===== src/rtl/irst_pkg.sv =====
package irst_pkg;
  localparam int ACT_W = 8;
  localparam logic [ACT_W-1:0] ACT_DEFAULT = 8'h01;
  localparam int NPULSE = 14;

  typedef enum logic [1:0] {
    ST_CNT,
    ST_ARMED,
    ST_WAIT_P
  } irst_st_e;
endpackage


===== src/rtl/irst_sync.sv =====
module irst_sync #(
  parameter int N = 2,
  parameter int W = 2
) (
  input  logic         clk_i,
  input  logic         rst_ni,
  input  logic [W-1:0] d_i,
  output logic [W-1:0] q_o
);
  logic [W-1:0] st_q [N];

  always_ff @(posedge clk_i or negedge rst_ni) begin
    if (!rst_ni) begin
      for (int i = 0; i < N; i++) st_q[i] <= '1;
    end else begin
      st_q[0] <= d_i;
      for (int i = 1; i < N; i++) st_q[i] <= st_q[i-1];
    end
  end

  assign q_o = st_q[N-1];
endmodule


===== src/rtl/irst_cond.sv =====
module irst_cond (
  input  logic clk_i,
  input  logic rst_ni,
  input  logic scl_i,
  input  logic sda_i,
  output logic start_o,
  output logic stop_o,
  output logic scl_rise_o
);
  logic scl_q, sda_q;

  always_ff @(posedge clk_i or negedge rst_ni) begin
    if (!rst_ni) begin
      scl_q <= 1'b1;
      sda_q <= 1'b1;
    end else begin
      scl_q <= scl_i;
      sda_q <= sda_i;
    end
  end

  // conditions need SCL high on both samples around the SDA edge
  assign start_o    = scl_i & scl_q & sda_q & ~sda_i;
  assign stop_o     = scl_i & scl_q & ~sda_q & sda_i;
  assign scl_rise_o = scl_i & ~scl_q;
endmodule


===== src/rtl/irst_fsm.sv =====
module irst_fsm
  import irst_pkg::*;
#(
  parameter int NPULSE_P = NPULSE,
  localparam int CW = $clog2(NPULSE_P + 1)
) (
  input  logic          clk_i,
  input  logic          rst_ni,
  input  logic          sda_i,
  input  logic          start_i,
  input  logic          stop_i,
  input  logic          scl_rise_i,
  output logic          fire_o,
  output logic          clr_o,
  output logic [CW-1:0] cnt_o
);
  irst_st_e st_q, st_d;
  logic [CW-1:0] cnt_q, cnt_d;

  always_comb begin
    st_d   = st_q;
    cnt_d  = cnt_q;
    fire_o = 1'b0;
    unique case (st_q)
      ST_CNT: begin
        if (sda_i) begin
          cnt_d = '0;
        end else if (scl_rise_i) begin
          if (cnt_q == CW'(NPULSE_P - 1)) begin
            cnt_d = CW'(NPULSE_P);
            st_d  = ST_ARMED;
          end else begin
            cnt_d = cnt_q + 1'b1;
          end
        end
      end
      ST_ARMED: begin
        // extra pulses with SDA low are ignored here
        if (stop_i) begin
          st_d  = ST_CNT;
          cnt_d = '0;
        end else if (start_i) begin
          st_d = ST_WAIT_P;
        end
      end
      ST_WAIT_P: begin
        if (stop_i) begin
          fire_o = 1'b1;
          st_d   = ST_CNT;
          cnt_d  = '0;
        end else if (scl_rise_i || start_i) begin
          st_d  = ST_CNT;
          cnt_d = '0;
        end
      end
      default: begin
        st_d  = ST_CNT;
        cnt_d = '0;
      end
    endcase
  end

  assign clr_o = start_i && (st_q != ST_ARMED);
  assign cnt_o = cnt_q;

  always_ff @(posedge clk_i or negedge rst_ni) begin
    if (!rst_ni) begin
      st_q  <= ST_CNT;
      cnt_q <= '0;
    end else begin
      st_q  <= st_d;
      cnt_q <= cnt_d;
    end
  end
endmodule


===== src/rtl/inband_rst_det.sv =====
module inband_rst_det
  import irst_pkg::*;
#(
  parameter int               SYNC_N   = 2,
  parameter int               NPULSE_P = NPULSE,
  parameter logic [ACT_W-1:0] DEF_ACT  = ACT_DEFAULT,
  localparam int              CW       = $clog2(NPULSE_P + 1)
) (
  input  logic             clk_i,
  input  logic             rst_ni,
  input  logic             scl_i,
  input  logic             sda_i,
  input  logic             act_load_i,
  input  logic [ACT_W-1:0] act_code_i,
  output logic             rst_req_o,
  output logic [ACT_W-1:0] rst_act_o
);
  logic [1:0] bus_s;
  logic start_det, stop_det, scl_rise;
  logic fire, clr;
  logic [CW-1:0] cnt;
  logic [ACT_W-1:0] act_q, code_q;
  logic req_q;

  irst_sync #(.N(SYNC_N), .W(2)) u_sync (
    .clk_i (clk_i),
    .rst_ni(rst_ni),
    .d_i   ({scl_i, sda_i}),
    .q_o   (bus_s)
  );

  irst_cond u_cond (
    .clk_i     (clk_i),
    .rst_ni    (rst_ni),
    .scl_i     (bus_s[1]),
    .sda_i     (bus_s[0]),
    .start_o   (start_det),
    .stop_o    (stop_det),
    .scl_rise_o(scl_rise)
  );

  irst_fsm #(.NPULSE_P(NPULSE_P)) u_fsm (
    .clk_i     (clk_i),
    .rst_ni    (rst_ni),
    .sda_i     (bus_s[0]),
    .start_i   (start_det),
    .stop_i    (stop_det),
    .scl_rise_i(scl_rise),
    .fire_o    (fire),
    .clr_o     (clr),
    .cnt_o     (cnt)
  );

  // load has priority over consume/clear
  always_ff @(posedge clk_i or negedge rst_ni) begin
    if (!rst_ni) begin
      act_q  <= DEF_ACT;
      code_q <= DEF_ACT;
      req_q  <= 1'b0;
    end else begin
      if (act_load_i)      act_q <= act_code_i;
      else if (fire || clr) act_q <= DEF_ACT;
      req_q <= fire;
      if (fire) code_q <= act_q;
    end
  end

  assign rst_req_o = req_q;
  assign rst_act_o = code_q;
endmodule


===== config.mk =====
export PLATFORM = sky130hd
export DESIGN_NAME = inband_rst_det
export DESIGN_NICKNAME = d
export VERILOG_FILES = /design/src/rtl/irst_pkg.sv /design/src/rtl/irst_sync.sv /design/src/rtl/irst_cond.sv /design/src/rtl/irst_fsm.sv /design/src/rtl/inband_rst_det.sv
export SDC_FILE = /design/constraint.sdc
export NUM_CORES = 1
export LEC_CHECK = 0
export CAP_MARGIN = 20
export CORE_MARGIN = 1
export CORE_UTILIZATION = 54
export CTS_BUF_LIST = sky130_fd_sc_hd__clkbuf_8
export CTS_CLUSTER_SIZE = 40
export DETAILED_ROUTE_END_ITERATION = 8
export PLACE_DENSITY = 0.81
export SYNTH_ARGS = -nofsm -noshare
export SYNTH_HDL_FRONTEND = slang
export SYNTH_HIERARCHICAL = 1
export SYNTH_SLANG_ARGS = --single-unit

===== constraint.sdc =====
create_clock -name clk_i -period 2.65 [get_ports clk_i]
set_clock_uncertainty 0.2 [all_clocks]
set_input_delay 0.53 -clock clk_i [delete_from_list [all_inputs] [get_ports clk_i]]
set_output_delay 0.53 -clock clk_i [all_outputs]
set_load 0.02 [all_outputs]

# Word-level counts from Yosys, hierarchy flattened
# Index checks and enable logic that the tools add are counted.
[op_classes]
addsub = 1
n_eq_ne = 11
mux = 19
bitwise_logic = 9
n_reduce_logical = 7
[ops]
columns = ["operator", "n"]
rows = [
  ["2-to-1 mux 4 bit", 6],
  ["2-to-1 mux 8 bit", 2],
  ["2-to-1 mux 2 bit", 7],
  ["one-hot mux 4 bit (3 select lines)", 1],
  ["inequality test 3 x 2 -> 1 bit (second input constant)", 3],
  ["bitwise AND 1 bit", 6],
  ["inequality test 2 x 1 -> 1 bit (second input constant)", 3],
  ["one-hot mux 2 bit (3 select lines)", 1],
  ["AND reduction 5 bit", 1],
  ["adder 4 x 1 -> 4 bit (second input constant)", 1],
  ["equality test 4 bit (second input constant)", 1],
  ["inequality test 2 bit (second input constant)", 2],
  ["NOT 1 bit", 3],
  ["AND reduction 3 bit", 1],
  ["equality test 2 x 1 -> 1 bit (second input constant)", 1],
  ["equality test 2 bit (second input constant)", 1],
  ["zero test 2 bit", 1],
  ["logical OR 1 bit", 2],
  ["2-to-1 mux 1 bit", 2],
  ["nonzero test 2 bit", 1],
  ["logical AND 1 bit", 1],
]
[word_totals]
reg_bits = 29
in_bits = 13
word_cells = 56

# Longest topological paths before layout
# Gate-level depths: netlist of run 1.
[logic_depth]
depth_word = 8
ltp_mapped = 7
depth_no_buf = 5

# By module
# Netlist of run 1, hierarchy kept.
[modules_own_cells]
columns = ["module", "instances", "cells_per_inst", "area_per_inst_um2", "seq_area_each_um2"]
rows = [
  ["inband_rst_det", 1, 45, 671.9, 427.9],
  ["irst_fsm", 1, 39, 404.1, 150.1],
  ["irst_sync", 1, 6, 120.1, 105.1],
  ["irst_cond", 1, 5, 78.8, 52.6],
]

# Worst setup path before layout of run 1
# OpenSTA, ideal clock, no wires.
[synth_path]
path_type = "register to register"
from = "register u_sync.st_q, in the netlist u_sync/q_o[0]"
to = "register code_q[1] (netlist: rst_act_o[1])"
arrival_ns = 1.574
t_required_ns = 2.325
path_slack_ns = 0.751
stages_incl_launch_ff = 7
n_path_buf = 2
period_less_slack_ns = 1.899
cell_sequence = "dfstp_2 -> buf_4 -> and4b_1 -> inv_1 -> nor2_1 -> buf_4 -> mux2_2"
[synth_via]
elab_chain_len = 3
[synth_lines]
columns = ["item", "line", "text"]
rows = [
  ["from (decl)", "irst_sync.sv:10", "logic [W-1:0] st_q [N];"],
  ["bitwise AND 1 bit", "irst_cond.sv:24", "assign stop_o = scl_i & scl_q & ~sda_q & sda_i;"],
  ["via stop_det", "inband_rst_det.sv:19", "logic start_det, stop_det, scl_rise;"],
  ["2-to-1 mux 1 bit", "irst_fsm.sv:47", "if (stop_i) begin"],
  ["2-to-1 mux 1 bit", "irst_fsm.sv:24", "unique case (st_q)"],
  ["via fire", "inband_rst_det.sv:20", "logic fire, clr;"],
  ["to (signal assigned)", "inband_rst_det.sv:64", "if (fire) code_q <= act_q;"],
  ["to (decl)", "inband_rst_det.sv:22", "logic [ACT_W-1:0] act_q, code_q;"],
]
# The timed path passes the listed nets, and every way through them passes these cells.
# A chain may end at the register's enable or synchronous reset.

# Worst setup path in the final report of run 1
[layout_path]
from = "register code_q[0] (netlist: rst_act_o[0])"
to = "output port rst_act_o[0]"
[layout_lines]
columns = ["item", "line", "text"]
rows = [
  ["to (decl)", "inband_rst_det.sv:16", "output logic [ACT_W-1:0] rst_act_o"],
]
# No word-level cell between the ends.

==> results.md, run 1 <==
* Post-CTS setup buffers at 0
* Critical Path AT at 1.42 ns
* Die Height at 50.6 um
* Die X at 50.6 um
* DRT Pass-1 Iters at 4
* Number of flops mapped to enable cells by yosys at 0
* DRC violations left at 0
* Hold Slack at 0.154 ns
* Final min period at 2.15 ns
* Worst slew margin at 0.680
* Detail Placement HPWL at 1.61 mm
* R2r setup slk at 0.66 ns
* Cts repair resizes at 0
* Mean area per synthesized cell at 13.4 um2
* Crit. End Element: output pin
* CP cell instances: clkdlybuf4s50_1
* VDD IR max at 0.574 mV
* Final net count at 136
* Core area at 2210 um2
* Asr flop ratio synth at 1.00
* Outcome: finished, final reports clean
* Worst Setup EP: rst_act_o[0]
* CTS tree: built
* Synth area leaders: dfrtp_1 41%, dfstp_2 16%, mux2_2 7.1%
* Crit path required time at 1.92 ns
* Final period utilization at 0.811
* Sink Count at 29
* Max Transition Viols Final at 0
* Final ANT Viol Nets at 0
* Worst Max-Slew Pin Slew at 0.478 ns
* Crit path depth at 1
* Wl on met1 at 1.01 mm
* Largest stage delay, worst path at 0.61 ns
* Final hold vios at 0
* Area Growth Syn to Fin at 24.8%
* Initial core utilization at 0.576
* Reg-to-reg endpoint: u_fsm/cnt_o[0]$_DFFE_PN0P_
* Die area at 2560 um2
* Post-DR vias/cell at 5.68
* Setup crit start: rst_act_o[0]$_DFFE_PN1P_
* PwrDens at 586 nW/um2
* Met3 routed WL at 101 um
* Routed WL at 2.39 mm
* Sequential area share after synthesis at 0.577
* Seq cells post-synth at 29
* Max Cap Viol at 0
* Cts bufs inserted at 5
* Clock-pin slew on the worst setup and hold paths at 0.06 ns
* Pleak at 0.709 nW
* Top layer in use: met4
* Yosys top cell by area: dfrtp_1
* Drt wl/cell at 16.0 um
* Crit Path Max Fanout at 2
* Mapped Area at 1270 um2
* Register area at 736 um2
* Antenna violations before repair at 0
* Top delay family on crit path: buffers and inverters
* Fill cells at 155
* Critical path's slowest cell: clkdlybuf4s50_1
* Buf/Inv on CP at 1
* HP Class: flip-flop to flip-flop
* Number of library cell types mapped by synthesis at 35
* Design Area, Final at 1590 um2
* Top cell type's share of synthesized area at 0.412
* Layout cells sized above 1 at 0.256
* GPL Wtd Cong at 0.780
* Reg2reg start: u_cond/sda_q$_DFF_PN1_
* Top FF cell, synth: dfrtp_1
* Clk_lat worst skew at 0.28 ns
* Reg2reg path depth at 5
* Gr usage total at 0.239
* Fin util at 0.719
* Syn Inst Count at 95
* Worst setup path class: flip-flop to output pin
* Final setup vio count at 0
* Final Power at 932 uW
* Startpoint Class: flip-flop
* Total grt overflow at 0
* Post-CTS Hold Buffers at 0
* DP Area at 1510 um2
* First-pass GRT wire length at 4.23 mm
* Met2 WL at 1.25 mm
* RSZ-0062 raised after global routing: no
* Multi-input gate area at 494 um2
* IO Pins at 22
* YS warnings at 6
* Port buffer count at 21
* Pin count of the biggest net entering global routing at 30
* Row cnt at 17
* H-Tree Depth at 2
* Bufs on Longest Clock Path at 2
* Number of global-route vias before repair at 931
* Clock root buffer: clkbuf_8
* DRT iter0 DRCs at 10
* Diode count at 0
* Synthesized Nets at 110
* FMAX at 0.465 GHz
* Setup TNS at 0 ns
* DR vias at 847
-- cells in the mapped netlist (2+ instances only) --
cell	count
a22o_1	7
a31oi_1	2
and2b_1	6
and4b_1	2
buf_4	4
dfrtp_1	21
dfstp_2	8
ha_1	2
inv_1	4
mux2_2	8
nor2_1	4
nor2b_1	2
nor3_1	2
o32a_1	2
-- flip-flops by register name, summed over array words and instances, names as in the netlist --
| name | cells |
|---|---|
| u_fsm/cnt_o | 4 |
| u_sync/st_q | 2 |
| act_q | 8 |
| u_cond/sda_q | 1 |
| rst_req_o | 1 |
| u_fsm/st_q | 2 |
| u_sync/q_o | 2 |
| u_cond/scl_q | 1 |
| rst_act_o | 8 |
-- stage by stage --
step / setup WS (ns) / instances
5_1_grt: 0.469 / 149
6_report: 0.500 / 149
3_5_place_dp: 0.577 / 142
4_1_cts: 0.483 / 149
2_1_floorplan: 0.751 / 95
3_3_place_gp: 0.647 / 142
-- worst min path at each step --
stage / start / end / slack, ns / cells past startpoint
2_1_floorplan: rst_ni / act_q[1]$_DFFE_PN0P_ / 0.03 / 0
3_3_place_gp: u_sync/st_q[3]$_DFF_PN1_ / u_sync/q_o[1]$_DFF_PN1_ / 0.15 / 0
3_5_place_dp: u_sync/st_q[3]$_DFF_PN1_ / u_sync/q_o[1]$_DFF_PN1_ / 0.15 / 0
4_1_cts: u_sync/st_q[3]$_DFF_PN1_ / u_sync/q_o[1]$_DFF_PN1_ / 0.16 / 0
5_1_grt: u_sync/st_q[3]$_DFF_PN1_ / u_sync/q_o[1]$_DFF_PN1_ / 0.16 / 0
6_report: u_sync/st_q[3]$_DFF_PN1_ / u_sync/q_o[1]$_DFF_PN1_ / 0.15 / 0
-- layer usage --
metal	track usage	vias up
met2	0.391	18
li1	-	397
met4	0.134	0
met3	0.0970	4
met5	0	-
met1	0.260	428
-- final cells by class --
| cell class | count | area share |
|---|---|---|
| multi-input cells | 58 | 0.311 |
| inverters | 4 | 0.00943 |
| repair buffers | 23 | 0.142 |
| clock buffers | 6 | 0.0519 |
| flip-flops and latches | 29 | 0.462 |
| clock inverters | 1 | 0.00236 |
| well taps | 28 | 0.0220 |
-- power breakdown --
group	switching, mW	internal, mW	total (mW)
logic	0.0369	0.0482	0.0850
clock network	0.157	0.201	0.358
registers	0.0176	0.472	0.489
-- layout by cell type, fill, tap and decap left out, types with 2 or more instances in the layout --
cell | netlist | routed
and2b_1 | 6 | 6
mux2_2 | 8 | 8
inv_1 | 4 | 5
nor2_1 | 4 | 4
dfrtp_1 | 21 | 21
nor2b_1 | 2 | 2
dfstp_2 | 8 | 8
a22o_1 | 7 | 7
ha_1 | 2 | 2
a31oi_1 | 2 | 2
buf_4 | 4 | 2
nor3_1 | 2 | 2
and4b_1 | 2 | 2
clkdlybuf4s50_1 | 0 | 21
o32a_1 | 2 | 2
clkbuf_8 | 0 | 6
-- cell families (layout without fill, tap and decap cells) --
group | Yosys count | count (layout) | synth area share
fa+ha+maj | 2 | 2 | 0.0196
compound gates | 18 | 18 | 0.120
flops | 29 | 29 | 0.577
mux | 9 | 9 | 0.0824
buf+inv | 8 | 34 | 0.0353
simple gates | 29 | 29 | 0.166
Power figures use the tool's default switching activity.
==> inputs of run 2 (changes only) <==
==> constraint.sdc (replaced) <==
create_clock -name clk_i -period 2.1 [get_ports clk_i]
set_clock_uncertainty 0.2 [all_clocks]
set_input_delay 0.42 -clock clk_i [delete_from_list [all_inputs] [get_ports clk_i]]
set_output_delay 0.42 -clock clk_i [all_outputs]
set_load 0.02 [all_outputs]
==> results.md, run 2 (same netlist as run 1, synthesis figures left out) <==
* Outcome: finished, final reports clean
* IO Pins at 22
* Post-CTS Hold Buffers at 0
* HP Class: flip-flop to flip-flop
* Worst Hold Launch: u_sync/st_q[3]$_DFF_PN1_
* Buf/Inv on CP at 1
* Max Cap Viol at 0
* Top delay family on crit path: buffers and inverters
* Pin count of the biggest net entering global routing at 30
* R2r setup slk at 0.12 ns
* DRT iter0 DRCs at 9
* H-Tree Depth at 2
* First-pass GRT wire length at 3.94 mm
* Number of global-route vias before repair at 857
* VDD IR max at 0.560 mV
* Diode count at 0
* Pleak at 0.736 nW
* Fill cells at 140
* Crit path depth at 1
* Detail Placement HPWL at 1.59 mm
* Clk_lat worst skew at 0.28 ns
* Final hold vios at 0
* DRT Pass-1 Iters at 3
* Final Non-Filler Cells at 154
* Crit. End Element: output pin
* Cts bufs inserted at 5
* Total grt overflow at 0
* Reg2reg start: u_sync/q_o[0]$_DFF_PN1_
* Setup TNS at 0 ns
* Antenna violations before repair at 0
* PwrDens at 725 nW/um2
* Hold Path Cell Cnt at 0
* Fin util at 0.735
* Reg-to-reg endpoint: rst_act_o[3]$_DFFE_PN0P_
* FMAX at 0.499 GHz
* Routed WL at 2.33 mm
* Layout cells sized above 1 at 0.278
* Worst slew margin at 0.682
* CTS tree: built
* Die Height at 50.6 um
* Gr usage total at 0.225
* Core area at 2210 um2
* DRC violations left at 0
* Clock root buffer: clkbuf_8
* Post-CTS setup buffers at 0
* Port buffer count at 21
* Final min period at 2.00 ns
* Initial core utilization at 0.576
* Bufs on Longest Clock Path at 2
* Critical path's slowest cell: clkdlybuf4s50_1
* Worst Max-Slew Pin Slew at 0.475 ns
* Hold EP: u_sync/q_o[1]$_DFF_PN1_
* Worst setup path class: flip-flop to output pin
* Post-DR vias/cell at 5.60
* Crit path required time at 1.48 ns
* Final period utilization at 0.954
* Cts repair resizes at 0
* Crit Path Max Fanout at 2
* Clock-pin slew on the worst setup and hold paths at 0.06 ns
* Final ANT Viol Nets at 0
* Startpoint Class: flip-flop
* Area Growth Syn to Fin at 27.5%
* DR vias at 862
* Drt wl/cell at 15.1 um
* Critical Path AT at 1.38 ns
* Final setup vio count at 0
* Sink Count at 29
* DP Cell Count at 146
* GPL Wtd Cong at 0.791
* Max Transition Viols Final at 0
* Largest stage delay, worst path at 0.59 ns
* Final net count at 140
* Reg2reg path depth at 5
* RSZ-0062 raised after global routing: no
* Die X at 50.6 um
* Row cnt at 17
* Most frequent cells in the layout: 21 x dfrtp_1, 21 x clkdlybuf4s50_1, 8 x mux2_2, 8 x dfstp_2, 7 x a22o_1
* Die area at 2560 um2
* CP cell instances: clkdlybuf4s50_1
[run 2: changes by cell type in the layout (fill, tap and decap cells not counted), sizes merged]
cell | before | now
inv | 5 | 6
buf | 2 | 6
[run 2: worst max path at each step]
stage | startpoint | to | slack (ns)
2_1_floorplan | u_sync/q_o[0]$_DFF_PN1_ | rst_act_o[1]$_DFFE_PN0P_ | 0.20
3_3_place_gp | u_cond/sda_q$_DFF_PN1_ | u_fsm/cnt_o[0]$_DFFE_PN0P_ | 0.16
3_5_place_dp | act_load_i | act_q[7]$_DFFE_PN0P_ | 0.15
4_1_cts | rst_act_o[0]$_DFFE_PN1P_ | rst_act_o[0] | 0.08
5_1_grt | u_sync/q_o[0]$_DFF_PN1_ | rst_act_o[3]$_DFFE_PN0P_ | 0.01
6_report | rst_act_o[0]$_DFFE_PN1P_ | rst_act_o[0] | 0.1
[run 2: final cells by class]
cell class	instances	area, um2	area share
clock inverters	2	7.51	0.00462
repair buffers	27	255	0.157
clock buffers	6	82.6	0.0508
flip-flops and latches	29	736	0.453
multi-input cells	58	494	0.304
well taps	28	35.0	0.0216
inverters	4	15.0	0.00924
[run 2: metrics by stage]
stage               setup WS [ns]  hold WS (ns)  area [um2]  power (mW)
finish                     0.0957         0.156        1630        1.18
floorplan                   0.201       -0.0756        1270       0.684
CTS                        0.0838         0.156        1630        1.19
global route               0.0115         0.158        1630        1.23
detailed placement          0.150         0.147        1540       0.735
global placement            0.164         0.146        1540       0.728
[run 2: layer usage]
metal | share of wire | vias up | global-route usage
met3 | 0.042 | 6 | 0.106
met5 | 0 | - | 0
met2 | 0.50 | 17 | 0.362
met1 | 0.44 | 435 | 0.249
li1 | - | 404 | -
met4 | 0.017 | 0 | 0.106
[run 2: report_power, final]
part | total (mW) | leakage (nW) | internal, mW | switching (mW)
Clock | 0.453 | 0.0538 | 0.256 | 0.196
Combinational | 0.108 | 0.319 | 0.0623 | 0.0459
Sequential | 0.617 | 0.363 | 0.595 | 0.0223
